==> src/rtl/sst_pkg.sv <==
package sst_pkg;

    typedef enum logic [1:0] {
        MD_OFF  = 2'b00,
        MD_BAUD = 2'b01,
        MD_PWM  = 2'b10,
        MD_WIDE = 2'b11
    } mode_e;

    typedef enum logic [1:0] {
        ST_OFF,
        ST_RUN,
        ST_DONE
    } state_e;

endpackage

==> src/rtl/sst_trig_edge.sv <==
module sst_trig_edge (
    input  logic clk,
    input  logic rst_n,
    input  logic trigger_i,
    output logic edge_o
);
    logic trig_q;
    logic trig_d;

    always_ff @(posedge clk or negedge rst_n) begin
        if (!rst_n) begin
            trig_q <= 1'b0;
            trig_d <= 1'b0;
        end else begin
            trig_q <= trigger_i;
            trig_d <= trig_q;
        end
    end

    // One-cycle pulse for every level change of the trigger
    assign edge_o = trig_q ^ trig_d;
endmodule

==> src/rtl/sst_enable_gate.sv <==
module sst_enable_gate #(
    parameter int CH_IDX = 0
) (
    input  logic [1:0] mode_i,
    input  logic       chain_en_i,
    input  logic       prev_act_i,
    output logic       run_ok_o
);
    localparam bit HAS_PREV = (CH_IDX % 4) != 0;

    generate
        if (HAS_PREV) begin : g_chained
            assign run_ok_o = (mode_i != 2'b00) && (!chain_en_i || prev_act_i);
        end else begin : g_first
            logic unused_chain;
            assign unused_chain = chain_en_i ^ prev_act_i;
            assign run_ok_o     = (mode_i != 2'b00);
        end
    endgenerate
endmodule

==> src/rtl/sst_count_path.sv <==
module sst_count_path
    import sst_pkg::*;
#(
    parameter int CNT_W = 16
) (
    input  logic [1:0]       mode_i,
    input  logic [CNT_W-1:0] cnt_i,
    input  logic [CNT_W-1:0] cmp_i,
    input  logic             cur_out_i,
    input  logic             en_lvl_i,
    output logic [CNT_W-1:0] load_val_o,
    output logic [CNT_W-1:0] dec_val_o,
    output logic             wrap_o,
    output logic             finish_o
);
    localparam int HALF = CNT_W / 2;
    localparam logic [CNT_W-1:0] ONE_W = 1;
    localparam logic [HALF-1:0]  ONE_H = 1;
    localparam logic [HALF-1:0]  ZERO_H = '0;

    logic [HALF-1:0] lo, hi, cmp_lo, cmp_hi, pwm_reload;
    logic            lo_zero, hi_zero, all_zero;

    assign lo       = cnt_i[HALF-1:0];
    assign hi       = cnt_i[CNT_W-1:HALF];
    assign cmp_lo   = cmp_i[HALF-1:0];
    assign cmp_hi   = cmp_i[CNT_W-1:HALF];
    assign lo_zero  = (lo == ZERO_H);
    assign hi_zero  = (hi == ZERO_H);
    assign all_zero = lo_zero && hi_zero;
    // Next phase after a wrap is the inverse of the current level
    assign pwm_reload = ((~cur_out_i) == en_lvl_i) ? cmp_lo : cmp_hi;

    always_comb begin
        wrap_o     = 1'b0;
        finish_o   = 1'b0;
        dec_val_o  = cnt_i;
        load_val_o = cmp_i;
        unique case (mode_e'(mode_i))
            MD_WIDE: begin
                wrap_o    = all_zero;
                dec_val_o = all_zero ? cmp_i : (cnt_i - ONE_W);
            end
            MD_BAUD: begin
                wrap_o   = lo_zero && !hi_zero;
                finish_o = lo_zero && hi_zero;
                if (!lo_zero)
                    dec_val_o = {hi, lo - ONE_H};
                else if (!hi_zero)
                    dec_val_o = {hi - ONE_H, cmp_lo};
                else
                    dec_val_o = cnt_i;
            end
            MD_PWM: begin
                load_val_o = {ZERO_H, cmp_lo};
                wrap_o     = lo_zero;
                dec_val_o  = lo_zero ? {ZERO_H, pwm_reload} : {ZERO_H, lo - ONE_H};
            end
            MD_OFF: begin
                dec_val_o = cnt_i;
            end
        endcase
    end
endmodule

==> src/rtl/sst_timer.sv <==
module sst_timer
    import sst_pkg::*;
#(
    parameter int CNT_W  = 16,
    parameter int CH_IDX = 0
) (
    input  logic             clk,
    input  logic             rst_n,
    input  logic [1:0]       mode_i,
    input  logic [1:0]       out_cfg_i,
    input  logic             dec_sel_i,
    input  logic [CNT_W-1:0] cmp_i,
    input  logic             trigger_i,
    input  logic             timer_rst_i,
    input  logic             chain_en_i,
    input  logic             prev_act_i,
    output logic             tmr_out_o,
    output logic             shift_clk_o,
    output logic             active_o,
    output logic [CNT_W-1:0] count_o
);
    state_e           st_q, st_d;
    logic [CNT_W-1:0] cnt_q, cnt_d;
    logic             out_q, out_d;
    logic             run_ok, trig_edge, dec_en, en_lvl, keep_lvl;
    logic [CNT_W-1:0] load_val, dec_val;
    logic             wrap, finish;

    assign en_lvl   = ~out_cfg_i[0];
    assign keep_lvl = ~out_cfg_i[1];

    sst_trig_edge u_edge (
        .clk       (clk),
        .rst_n     (rst_n),
        .trigger_i (trigger_i),
        .edge_o    (trig_edge)
    );

    sst_enable_gate #(.CH_IDX(CH_IDX)) u_gate (
        .mode_i     (mode_i),
        .chain_en_i (chain_en_i),
        .prev_act_i (prev_act_i),
        .run_ok_o   (run_ok)
    );

    sst_count_path #(.CNT_W(CNT_W)) u_path (
        .mode_i     (mode_i),
        .cnt_i      (cnt_q),
        .cmp_i      (cmp_i),
        .cur_out_i  (out_q),
        .en_lvl_i   (en_lvl),
        .load_val_o (load_val),
        .dec_val_o  (dec_val),
        .wrap_o     (wrap),
        .finish_o   (finish)
    );

    assign dec_en = dec_sel_i ? trig_edge : 1'b1;

    // Next-state decision
    always_comb begin
        st_d = st_q;
        unique case (st_q)
            ST_OFF: begin
                if (run_ok) st_d = ST_RUN;                 // start
            end
            ST_RUN: begin
                if (!run_ok)                 st_d = ST_OFF;  // stop
                else if (timer_rst_i)        st_d = ST_RUN;  // reload
                else if (dec_en && finish)   st_d = ST_DONE; // finish
            end
            ST_DONE: begin
                if (!run_ok)           st_d = ST_OFF;        // stop
                else if (timer_rst_i)  st_d = ST_RUN;        // restart
            end
            default: st_d = ST_OFF;
        endcase
    end

    // State register
    always_ff @(posedge clk or negedge rst_n) begin
        if (!rst_n) st_q <= ST_OFF;
        else        st_q <= st_d;
    end

    // Counter and output level per state
    always_comb begin
        cnt_d = cnt_q;
        out_d = out_q;
        if (!run_ok) begin
            out_d = en_lvl;
        end else begin
            unique case (st_q)
                ST_OFF: begin
                    cnt_d = load_val;
                    out_d = en_lvl;
                end
                ST_RUN: begin
                    if (timer_rst_i) begin
                        cnt_d = load_val;
                        if (!keep_lvl) out_d = en_lvl;
                    end else if (dec_en) begin
                        if (finish) begin
                            out_d = en_lvl;
                        end else begin
                            cnt_d = dec_val;
                            if (wrap) out_d = ~out_q;
                        end
                    end
                end
                ST_DONE: begin
                    if (timer_rst_i) begin
                        cnt_d = load_val;
                        if (!keep_lvl) out_d = en_lvl;
                    end
                end
                default: begin
                    cnt_d = cnt_q;
                end
            endcase
        end
    end

    always_ff @(posedge clk or negedge rst_n) begin
        if (!rst_n) begin
            cnt_q <= '0;
            out_q <= 1'b0;
        end else begin
            cnt_q <= cnt_d;
            out_q <= out_d;
        end
    end

    assign tmr_out_o   = out_q;
    assign shift_clk_o = out_q;
    assign active_o    = (st_q != ST_OFF);
    assign count_o     = cnt_q;
endmodule

==> config.mk <==
export PLATFORM = sky130hd
export DESIGN_NAME = sst_timer
export DESIGN_NICKNAME = d
export VERILOG_FILES = /design/src/rtl/sst_pkg.sv /design/src/rtl/sst_trig_edge.sv /design/src/rtl/sst_enable_gate.sv /design/src/rtl/sst_count_path.sv /design/src/rtl/sst_timer.sv
export SDC_FILE = /design/constraint.sdc
export NUM_CORES = 1
export LEC_CHECK = 0
export CAP_MARGIN = 30
export CORE_ASPECT_RATIO = 1.5
export CORE_UTILIZATION = 52
export DETAILED_ROUTE_END_ITERATION = 16
export PLACE_DENSITY = 0.78
export SLEW_MARGIN = 25
export SYNTH_ARGS = -nofsm -noshare
export SYNTH_HDL_FRONTEND = slang
export SYNTH_SLANG_ARGS = --single-unit
==> constraint.sdc <==
create_clock -name clk -period 3.41 [get_ports clk]
set_clock_uncertainty 0.2 [all_clocks]
set_input_delay 0.682 -clock clk [delete_from_list [all_inputs] [get_ports clk]]
set_output_delay 0.682 -clock clk [all_outputs]
set_load 0.05 [all_outputs]
==> results of run 1 <==
[per-stage QoR]
stage | hold slack, ns | cell area (um^2)
after floorplan | 0.173 | 2210
after detailed placement | 0.181 | 2670
final | 0.200 | 2710
after global routing | 0.218 | 2710
after CTS | 0.201 | 2710
after global placement | 0.181 | 2670
[critical path, cell delays in order]
cell,delay (ns)
clkdlybuf4s50_1,0.45
inv_1,0.09
ha_1,0.37
nor4bb_1,0.41
nand4_1,0.25
o211ai_1,0.25
buf_4,0.22
a221oi_1,0.08
a21oi_1,0.16
[power by group through the flow]
| stage | Combinational [mW] | Sequential, mW | Clock [mW] |
|---|---|---|---|
| floorplan | 0.934 | 0.854 | 0 |
| global placement | 1.68 | 0.577 | 0 |
| detailed placement | 1.70 | 0.581 | 0 |
| CTS | 1.71 | 0.578 | 0.179 |
| global route | 1.84 | 0.600 | 0.192 |
| finish | 1.72 | 0.580 | 0.175 |
[how the worst max path moves through the flow]
stage                           start  slack, ns                       to
3_5_place_dp                mode_i[1]       0.23   count_o[6]$_DFFE_PN0P_
2_1_floorplan  count_o[2]$_DFFE_PN0P_       0.72  count_o[13]$_DFFE_PN0P_
3_3_place_gp                mode_i[1]       0.24   count_o[6]$_DFFE_PN0P_
6_report                    mode_i[1]       0.46   count_o[6]$_DFFE_PN0P_
5_1_grt                     mode_i[1]       0.32   count_o[6]$_DFFE_PN0P_
4_1_cts                     mode_i[1]       0.49   count_o[6]$_DFFE_PN0P_
[cell usage after synthesis (3+ instances only)]
library cell	instances
inv_1	17
dfrtp_1	21
o31ai_1	5
mux2i_1	6
o21ai_0	10
a211o_1	3
o21ai_1	5
nor2_1	12
xnor2_1	10
or4_1	3
clkbuf_1	15
nand3_1	8
a21oi_1	16
a211oi_1	5
nor3b_1	3
nor4_1	3
nand2b_1	3
o41ai_1	3
xor2_1	5
a31oi_1	9
o22ai_1	3
a32oi_1	4
or2_2	3
o2111ai_1	6
nand2_1	22
a21o_1	10
o211ai_1	6
a22oi_1	3
ha_1	12
nor3_1	8
nand4_1	3
[logic make-up after synthesis]
family                     Yosys count
xor gates and xnor gates            15
adders and majority gates           12
and+or+nand+nor                     83
muxes                               10
DFF                                 21
AOI/OAI and AO/OA                   98
buffers and inverters               39
[layer usage]
metal  track usage [%]  wire, um  part of all wire [%]  vias up
li1                  -         -                     -     1120
met1              34.9      2620                    39     1103
met2              53.7      3370                    49      114
met3              3.15       425                   6.2       35
met4              20.0       389                   5.7        0
met5                 0         0                     0        -
[cell type report]
type | count | area (um^2) | area share (%)
Multi-Input combinational cell | 218 | 1520 | 55.9
Timing Repair Buffer | 53 | 505 | 18.6
Tap cell | 45 | 56.3 | 2.07
Clock buffer | 3 | 41.3 | 1.52
Clock inverter | 1 | 5.00 | 0.184
Inverter | 17 | 63.8 | 2.35
Sequential cell | 21 | 526 | 19.4
[registers in the layout (all words and copies together), names as in the netlist]
signal	cells
u_edge.trig_q	1
count_o	16
st_q	2
shift_clk_o	1
u_edge.trig_d	1
==> flow_summary.yaml, run 1 <==
outcome:
  status: "finished, final reports clean"
yosys:
  synth_top_family_by_area: "compound AO/OA/AOI/OAI gates"
  yosysWarnings: 0
  synthAdderAreaFrac_pct: 6.80
  synth-seq-cells: 21
  syn-num-nets: 317
  syn_inst: 278
  synthMuxAreaShare_pct: 4.76
  synth_edf_count: 0
  synthSimpleGateAreaFrac_pct: 20.5
  yosysTopAreaCellShare_pct: 23.8
  yosysSeqAreaShare_pct: 23.8
  netlist_area_um2: 2210
  yosysUniqueCellTypes: 56
  async_flop_share_pct: 100
  yosysTopAreaCell: "dfrtp_1"
  syn_avg_cell_area_um2: 7.95
  yosys_most_used_dff: "dfrtp_1"
  synth_area_leaders: "dfrtp_1 24%, ha_1 6.8%, xnor2_1 4.0%"
  synth_compound_area_share_pct: 30.6
  synth_xor_area_share_pct: 5.95
die:
  die_height_um: 81.8
  coreArea_um2: 3990
  die_w_um: 55.2
  ioPinCount: 46
  fp.dieArea_um2: 4520
  start_util_pct: 55.3
  rows: 28
power:
  total_power_mw: 2.48
  combPwrFrac_pct: 69.6
  clkPwrFrac_pct: 7.1
  internal_power_mw: 1.11
  powerDensity_nw_per_um2: 914
  ir_drop_mv: 0.771
  swShare_pct: 55.0
  p_leak_nw: 1.07
  netSwitchingPower_mw: 1.36
  p_seq_share_pct: 23.4
cts:
  htreeDepth: 1
  cts_resized: 0
  clkTransAtPathRegs_ns: 0.09
  cts_tree: "done"
  clk_latency_ns: 0.27
  postCtsSetupRepairBufs: 0
  root_buffer: "clkbuf_8"
  hold_buffers: 0
  cts_made_buffers: 3
  cts_buffer_depth: 2
  cts.sinks: 21
sta:
  setup_ws_ns: 0.462
  finalSetupTns_ns: 0
  drv_slew: 0
  worstMarginPinSlew_ns: 0.706
  rsz0062_at_grt: "no"
  period_share_pct: 86.4
  setup_viol: 0
  relSlewSlack_pct: 52.8
  final_hold_viol_count: 0
  max_freq_ghz: 0.339
  fin_crit_ns: 2.95
finish:
  utilization_pct: 68.0
  drive_above_1_share_pct: 7.67
  area_growth_pct: 22.8
  antennaDiodeCount: 0
  finalNonFillerCells: 358
  nNetsFinal: 353
  final_common_cell: "clkdlybuf4s50_1"
  layout_common_cells: "43 x clkdlybuf4s50_1, 22 x nand2_1, 21 x dfrtp_1"
  nFillCells: 372
drt:
  drt_first_pass_iters: 7
  drc: 0
  wl_per_cell_um: 19.0
  drt_iter0_drc: 169
  via_per_inst: 6.63
  drt_wl_total_um: 6810
  ant_nets: 0
  vias: 2372
placement:
  pre_cts_ws_ns: 0.228
  hpwl_um: 5050
  dp_cells: 354
  numPortBuffers: 43
  gp_congestion: 0.933
critical_path:
  rr_startpoint: "count_o[7]$_DFFE_PN0P_"
  critical_path_class: "input port to register"
  worst_setup_path_end_kind: "register"
  reg2reg_depth: 5
  critPathLaunchType: "input port"
  rr_endpoint: "count_o[8]$_DFFE_PN0P_"
  worstPathMaxFanout: 11
  critical_path_required_ns: 3.41
  worstPathArrival_ns: 2.95
  r2r_setup_slack_ns: 0.63
hold_path:
  hp-class: "register to register"
  min_to: "u_edge.trig_d$_DFF_PN0_"
  min_path_cells: 0
  min_from: "u_edge.trig_q$_DFF_PN0_"
grt:
  grt_use_total_pct: 30.4
  overflow: 0
  grt_pass1_vias: 2278
  antenna_found_initial: 0
  grt_max_degree: 22
  grt_pass1_wl_um: 10800
flow_run:
  maxCapViolations: 0
(Power assumes the default switching activity.)
==> run 2: changes to the inputs <==
- CELL_PAD_IN_SITES_DETAIL_PLACEMENT: not set -> 2
- CELL_PAD_IN_SITES_GLOBAL_PLACEMENT: not set -> 2
- CORE_UTILIZATION: 52 -> 30
- REMOVE_ABC_BUFFERS: not set -> 1
==> run 2 against run 1 <==
Critical path depth shrank 2. Combinational power grew 5%. Clock power grew 8%. Setup slack gained 0.074 ns. Register-to-register slack gained 0.07 ns. Global-route usage shrank 6.5 points. Routed wire length grew 29%. Final cell count grew 16%. Sequential power grew 2%. Largest cell class unchanged. Largest power group unchanged.
==> flow_summary.yaml, run 2 (synthesis results as in run 1) <==
outcome:
  status: "finished, final reports clean"
finish:
  largest_reg_flops: 16
  layout_common_cells: "43 x clkdlybuf4s50_1, 22 x nand2_1, 21 x dfrtp_1"
  area_growth_pct: 27.2
  drive_above_1_share_pct: 8.52
  antennaDiodeCount: 0
  nFillCells: 846
  nNetsFinal: 357
  finalInstanceArea_um2: 2810
  utilization_pct: 39.2
  final_common_cell: "clkdlybuf4s50_1"
power:
  ir_drop_mv: 0.377
  powerDensity_nw_per_um2: 918
  total_power_mw: 2.58
  p_leak_nw: 1.09
sta:
  finalSetupTns_ns: 0
  fin_crit_ns: 2.87
  drv_slew: 0
  period_share_pct: 84.3
  final_hold_viol_count: 0
  rsz0062_at_grt: "no"
  max_freq_ghz: 0.348
  setup_viol: 0
  relSlewSlack_pct: 48.9
  worstMarginPinSlew_ns: 0.765
grt:
  grt_use_total_pct: 23.9
  overflow: 0
  antenna_found_initial: 0
  grt_pass1_wl_um: 14200
  grt_pass1_vias: 2716
  grt_max_degree: 22
cts:
  cts_made_buffers: 3
  postCtsSetupRepairBufs: 0
  cts_buffer_depth: 2
  clkTransAtPathRegs_ns: 0.10
  cts_tree: "done"
  htreeDepth: 1
  clk_latency_ns: 0.27
  hold_buffers: 0
  cts_resized: 0
  cts.sinks: 21
  root_buffer: "clkbuf_8"
drt:
  via_per_inst: 5.81
  vias: 2421
  drt_first_pass_iters: 4
  drc: 0
  drt_wl_total_um: 8770
  wl_per_cell_um: 21.0
  drt_iter0_drc: 61
  ant_nets: 0
die:
  start_util_pct: 30.8
  coreArea_um2: 7180
  ioPinCount: 46
  die_height_um: 107
  rows: 38
  fp.dieArea_um2: 7720
  die_w_um: 72.1
critical_path:
  worstPathArrival_ns: 2.86
  critPathLaunchType: "input port"
  rr_endpoint: "count_o[8]$_DFFE_PN0P_"
  worstPathMaxFanout: 10
  rr_startpoint: "count_o[7]$_DFFE_PN0P_"
  critical_path_required_ns: 3.39
  r2r_setup_slack_ns: 0.70
  critical_path_class: "input port to register"
  startpoint: "mode_i[1]"
  worst_setup_path_end_kind: "register"
  reg2reg_depth: 6
placement:
  placed_cell_area_um2: 2770
  numPortBuffers: 43
  gp_congestion: 0.828
  hpwl_um: 6790
hold_path:
  min_to: "u_edge.trig_d$_DFF_PN0_"
  min_path_cells: 0
  min_from: "u_edge.trig_q$_DFF_PN0_"
  hp-class: "register to register"
flow_run:
  maxCapViolations: 0
run 2: cell types whose count changed in the layout (fill, tap and decap cells not counted):
cell      before  now
clkinv_2       1    0
buf_4         10   14
clkbuf_1       0    1
run 2: power breakdown:
part	switching (mW)	internal (mW)
Combinational	1.11	0.687
Sequential	0.229	0.363
Clock	0.105	0.0839
run 2: worst max-delay path by stage:
| stage | endpoint | cells past startpoint | slack, ns |
|---|---|---|---|
| 2_1_floorplan | count_o[8]$_DFFE_PN0P_ | 7 | 0.46 |
| 3_3_place_gp | count_o[5]$_DFFE_PN0P_ | 7 | 0.37 |
| 3_5_place_dp | count_o[7]$_DFFE_PN0P_ | 7 | 0.24 |
| 4_1_cts | count_o[7]$_DFFE_PN0P_ | 7 | 0.51 |
| 5_1_grt | count_o[5]$_DFFE_PN0P_ | 7 | 0.40 |
| 6_report | count_o[5]$_DFFE_PN0P_ | 7 | 0.54 |
run 2: per-stage QoR:
stage               std cells  worst slack [ns]  hold slack [ns]
global placement          413             0.368            0.184
finish                    417             0.537            0.215
global route              417             0.403            0.227
floorplan                 256             0.456            0.173
CTS                       417             0.510            0.216
detailed placement        413             0.239            0.194
run 2: area by class of cell:
class                   instances  area [um^2]  share of cell area [%]
inverters                      17         63.8                    2.27
flip-flops and latches         21          526                    18.7
repair buffers                 57          536                    19.0
multi-input cells             218         1520                    53.9
clock buffers                   4         45.0                    1.60
well taps                     100          125                    4.45
run 2: routing by layer:
metal	vias to the layer above	global-route usage, %	part of all wire [%]
met5	-	0	0
met4	0	9.80	3.7
met3	26	2.82	2.7
met2	56	45.3	55
met1	1214	26.0	39
li1	1125	-	-
run 2: worst max-delay path, stage by stage:
cell and delay, ns:
clkdlybuf4s50_1 0.52, inv_1 0.09, ha_1 0.49, inv_1 0.22, nor4_1 0.47, a22oi_1 0.16, o31ai_1 0.22
==> run 3: changes to the inputs <==
- CORE_UTILIZATION: 30 -> 27
- PLACE_DENSITY: 0.78 -> 0.74
- clock period: 3.41 -> 2.4 ns (I/O delays scaled with it)
==> run 3 against run 2 <==
The run now ends with negative setup slack left. Critical path depth stayed put. Routed wire length is 32% higher. Sequential share of layout area is 4.1 points lower. Global-route usage is 2.6 points higher. Non-clock buffer count is 65 higher. Clock-buffer cell count is 1 lower. Flip-flop and latch count stayed put. Die area is 11% higher. Combinational power is 100% higher. Critical endpoint is now count_o[7]$_DFFE_PN0P_. Largest cell class unchanged. Largest power group unchanged. Highest routed layer unchanged.
==> flow_summary.yaml, run 3 (synthesis results as in run 1) <==
outcome:
  status: "finished, violations left"
  violations: "negative setup slack"
placement:
  gp_congestion: 0.848
  hpwl_um: 8180
  dp_cells: 479
  numPortBuffers: 43
  placed_cell_area_um2: 3260
sta:
  finalSetupTns_ns: -0.0504
  setup_viol: 2
  rsz0062_at_grt: "yes"
  period_share_pct: 101
  drv_slew: 0
  relSlewSlack_pct: 64.0
  fin_crit_ns: 2.43
  worstMarginPinSlew_ns: 0.537
  setup_ws_ns: -0.0318
  max_freq_ghz: 0.411
  final_hold_viol_count: 0
finish:
  finalNonFillerCells: 487
  nNetsFinal: 422
  final_common_cell: "buf_4"
  area_growth_pct: 63.4
  finalInstanceArea_um2: 3610
  nFillCells: 890
  antennaDiodeCount: 0
  largest_reg_flops: 16
  layout_common_cells: "79 x buf_4, 35 x clkdlybuf4s50_1, 21 x nand2_1, 21 x dfrtp_1, 14 x a21oi_1"
  drive_above_1_share_pct: 35.3
cts:
  cts_buffer_depth: 2
  root_buffer: "clkbuf_16"
  cts_made_buffers: 3
  clk_latency_ns: 0.28
  htreeDepth: 1
  cts.sinks: 21
  clkTransAtPathRegs_ns: 0.07
  cts_tree: "done"
power:
  ir_drop_mv: 0.487
  powerDensity_nw_per_um2: 1310
  p_leak_nw: 1.52
  total_power_mw: 4.72
critical_path:
  worstSetupEndpoint: "count_o[7]$_DFFE_PN0P_"
  slowest_stage: "or4_4"
  worst-path-stages: 7
  reg2reg_depth: 7
  cp_top_family: "simple AND/OR/NAND/NOR gates"
  worstPathMaxFanout: 2
  rr_startpoint: "count_o[0]$_DFFE_PN0P_"
  startpoint: "count_o[0]$_DFFE_PN0P_"
  crit_chain: "buf_6, or4_4, or4_4, buf_6, xnor2_2, a22oi_1, o31ai_1"
  critPathLaunchType: "register"
  worst_setup_path_end_kind: "register"
  critical_path_class: "register to register"
  rr_endpoint: "count_o[7]$_DFFE_PN0P_"
  worstPathArrival_ns: 2.40
  r2r_setup_slack_ns: -0.03
  critical_path_required_ns: 2.37
  path_buf_inv: 2
  max_stage_delay_ns: 0.53
drt:
  drc: 0
  drt_iter0_drc: 173
  via_per_inst: 5.72
  drt_first_pass_iters: 4
  vias: 2786
  wl_per_cell_um: 23.8
  ant_nets: 0
  drt_wl_total_um: 11600
die:
  ioPinCount: 46
  fp.dieArea_um2: 8560
  rows: 40
  coreArea_um2: 7960
  die_height_um: 113
  die_w_um: 75.9
  start_util_pct: 27.8
grt:
  grt_pass1_vias: 3106
  grt_pass1_wl_um: 16600
  grt_use_total_pct: 26.5
  grt_max_degree: 22
  overflow: 0
  antenna_found_initial: 0
hold_path:
  hp-class: "register to register"
flow_run:
  maxCapViolations: 0
## run 3: cell types whose count changed in the layout (fill, tap and decap cells not counted), moves of 4 or more
cell | previous run | this run
inv_1 | 17 | 11
inv_2 | 0 | 6
buf_4 | 14 | 79
ha_1 | 12 | 6
a211oi_1 | 5 | 1
clkdlybuf4s50_1 | 43 | 35
## run 3: power breakdown
| group | internal, mW | switching, mW | leakage (nW) |
|---|---|---|---|
| logic | 1.51 | 2.10 | 1.23 |
| clock network | 0.226 | 0.169 | 0.0409 |
| registers | 0.518 | 0.200 | 0.253 |
## run 3: worst min path at each step
stage / depth (start not counted) / start / to / slack (ns)
6_report: 0 / u_edge.trig_q$_DFF_PN0_ / u_edge.trig_d$_DFF_PN0_ / 0.22
5_1_grt: 0 / u_edge.trig_q$_DFF_PN0_ / u_edge.trig_d$_DFF_PN0_ / 0.23
3_5_place_dp: 0 / u_edge.trig_q$_DFF_PN0_ / u_edge.trig_d$_DFF_PN0_ / 0.20
4_1_cts: 0 / u_edge.trig_q$_DFF_PN0_ / u_edge.trig_d$_DFF_PN0_ / 0.23
2_1_floorplan: 0 / rst_n / count_o[0]$_DFFE_PN0P_ / -0.02
3_3_place_gp: 0 / u_edge.trig_q$_DFF_PN0_ / u_edge.trig_d$_DFF_PN0_ / 0.18
## run 3: layer usage
metal / track usage (%) / vias up / share of wire [%]
met4: 14.1 / 0 / 3.8
met3: 2.67 / 28 / 2.5
met1: 26.8 / 1430 / 38
met2: 50.2 / 72 / 56
met5: 0 / - / 0
li1: - / 1256 / -
## run 3: area by class of cell
cell class,count,area (um^2),share of cell area (%)
clock inverter,1,5.00,0.139
timing repair buffer,122,1060,29.4
clock buffer,3,75.1,2.08
sequential,21,526,14.6
tap,105,131,3.64
multi-input combinational,218,1750,48.5
inverter,17,63.8,1.77
## run 3: repair_timing
item	CTS	global route
setup buffers	1	3
cloned	0	0
endpoints found under the setup margin	16	18
hold buffers	0	0
pin swaps	4	9
gates resized for setup	20	36
## run 3: stage by stage
| stage | setup WS [ns] | utilization (%) | hold slack, ns |
|---|---|---|---|
| 2_1_floorplan | -0.554 | - | -0.0156 |
| 3_3_place_gp | -0.353 | 40.9 | 0.183 |
| 3_5_place_dp | -0.402 | 40.9 | 0.202 |
| 4_1_cts | -0.0681 | 43.3 | 0.227 |
| 5_1_grt | -0.100 | 45.4 | 0.235 |
| 6_report | -0.0318 | 45.4 | 0.221 |
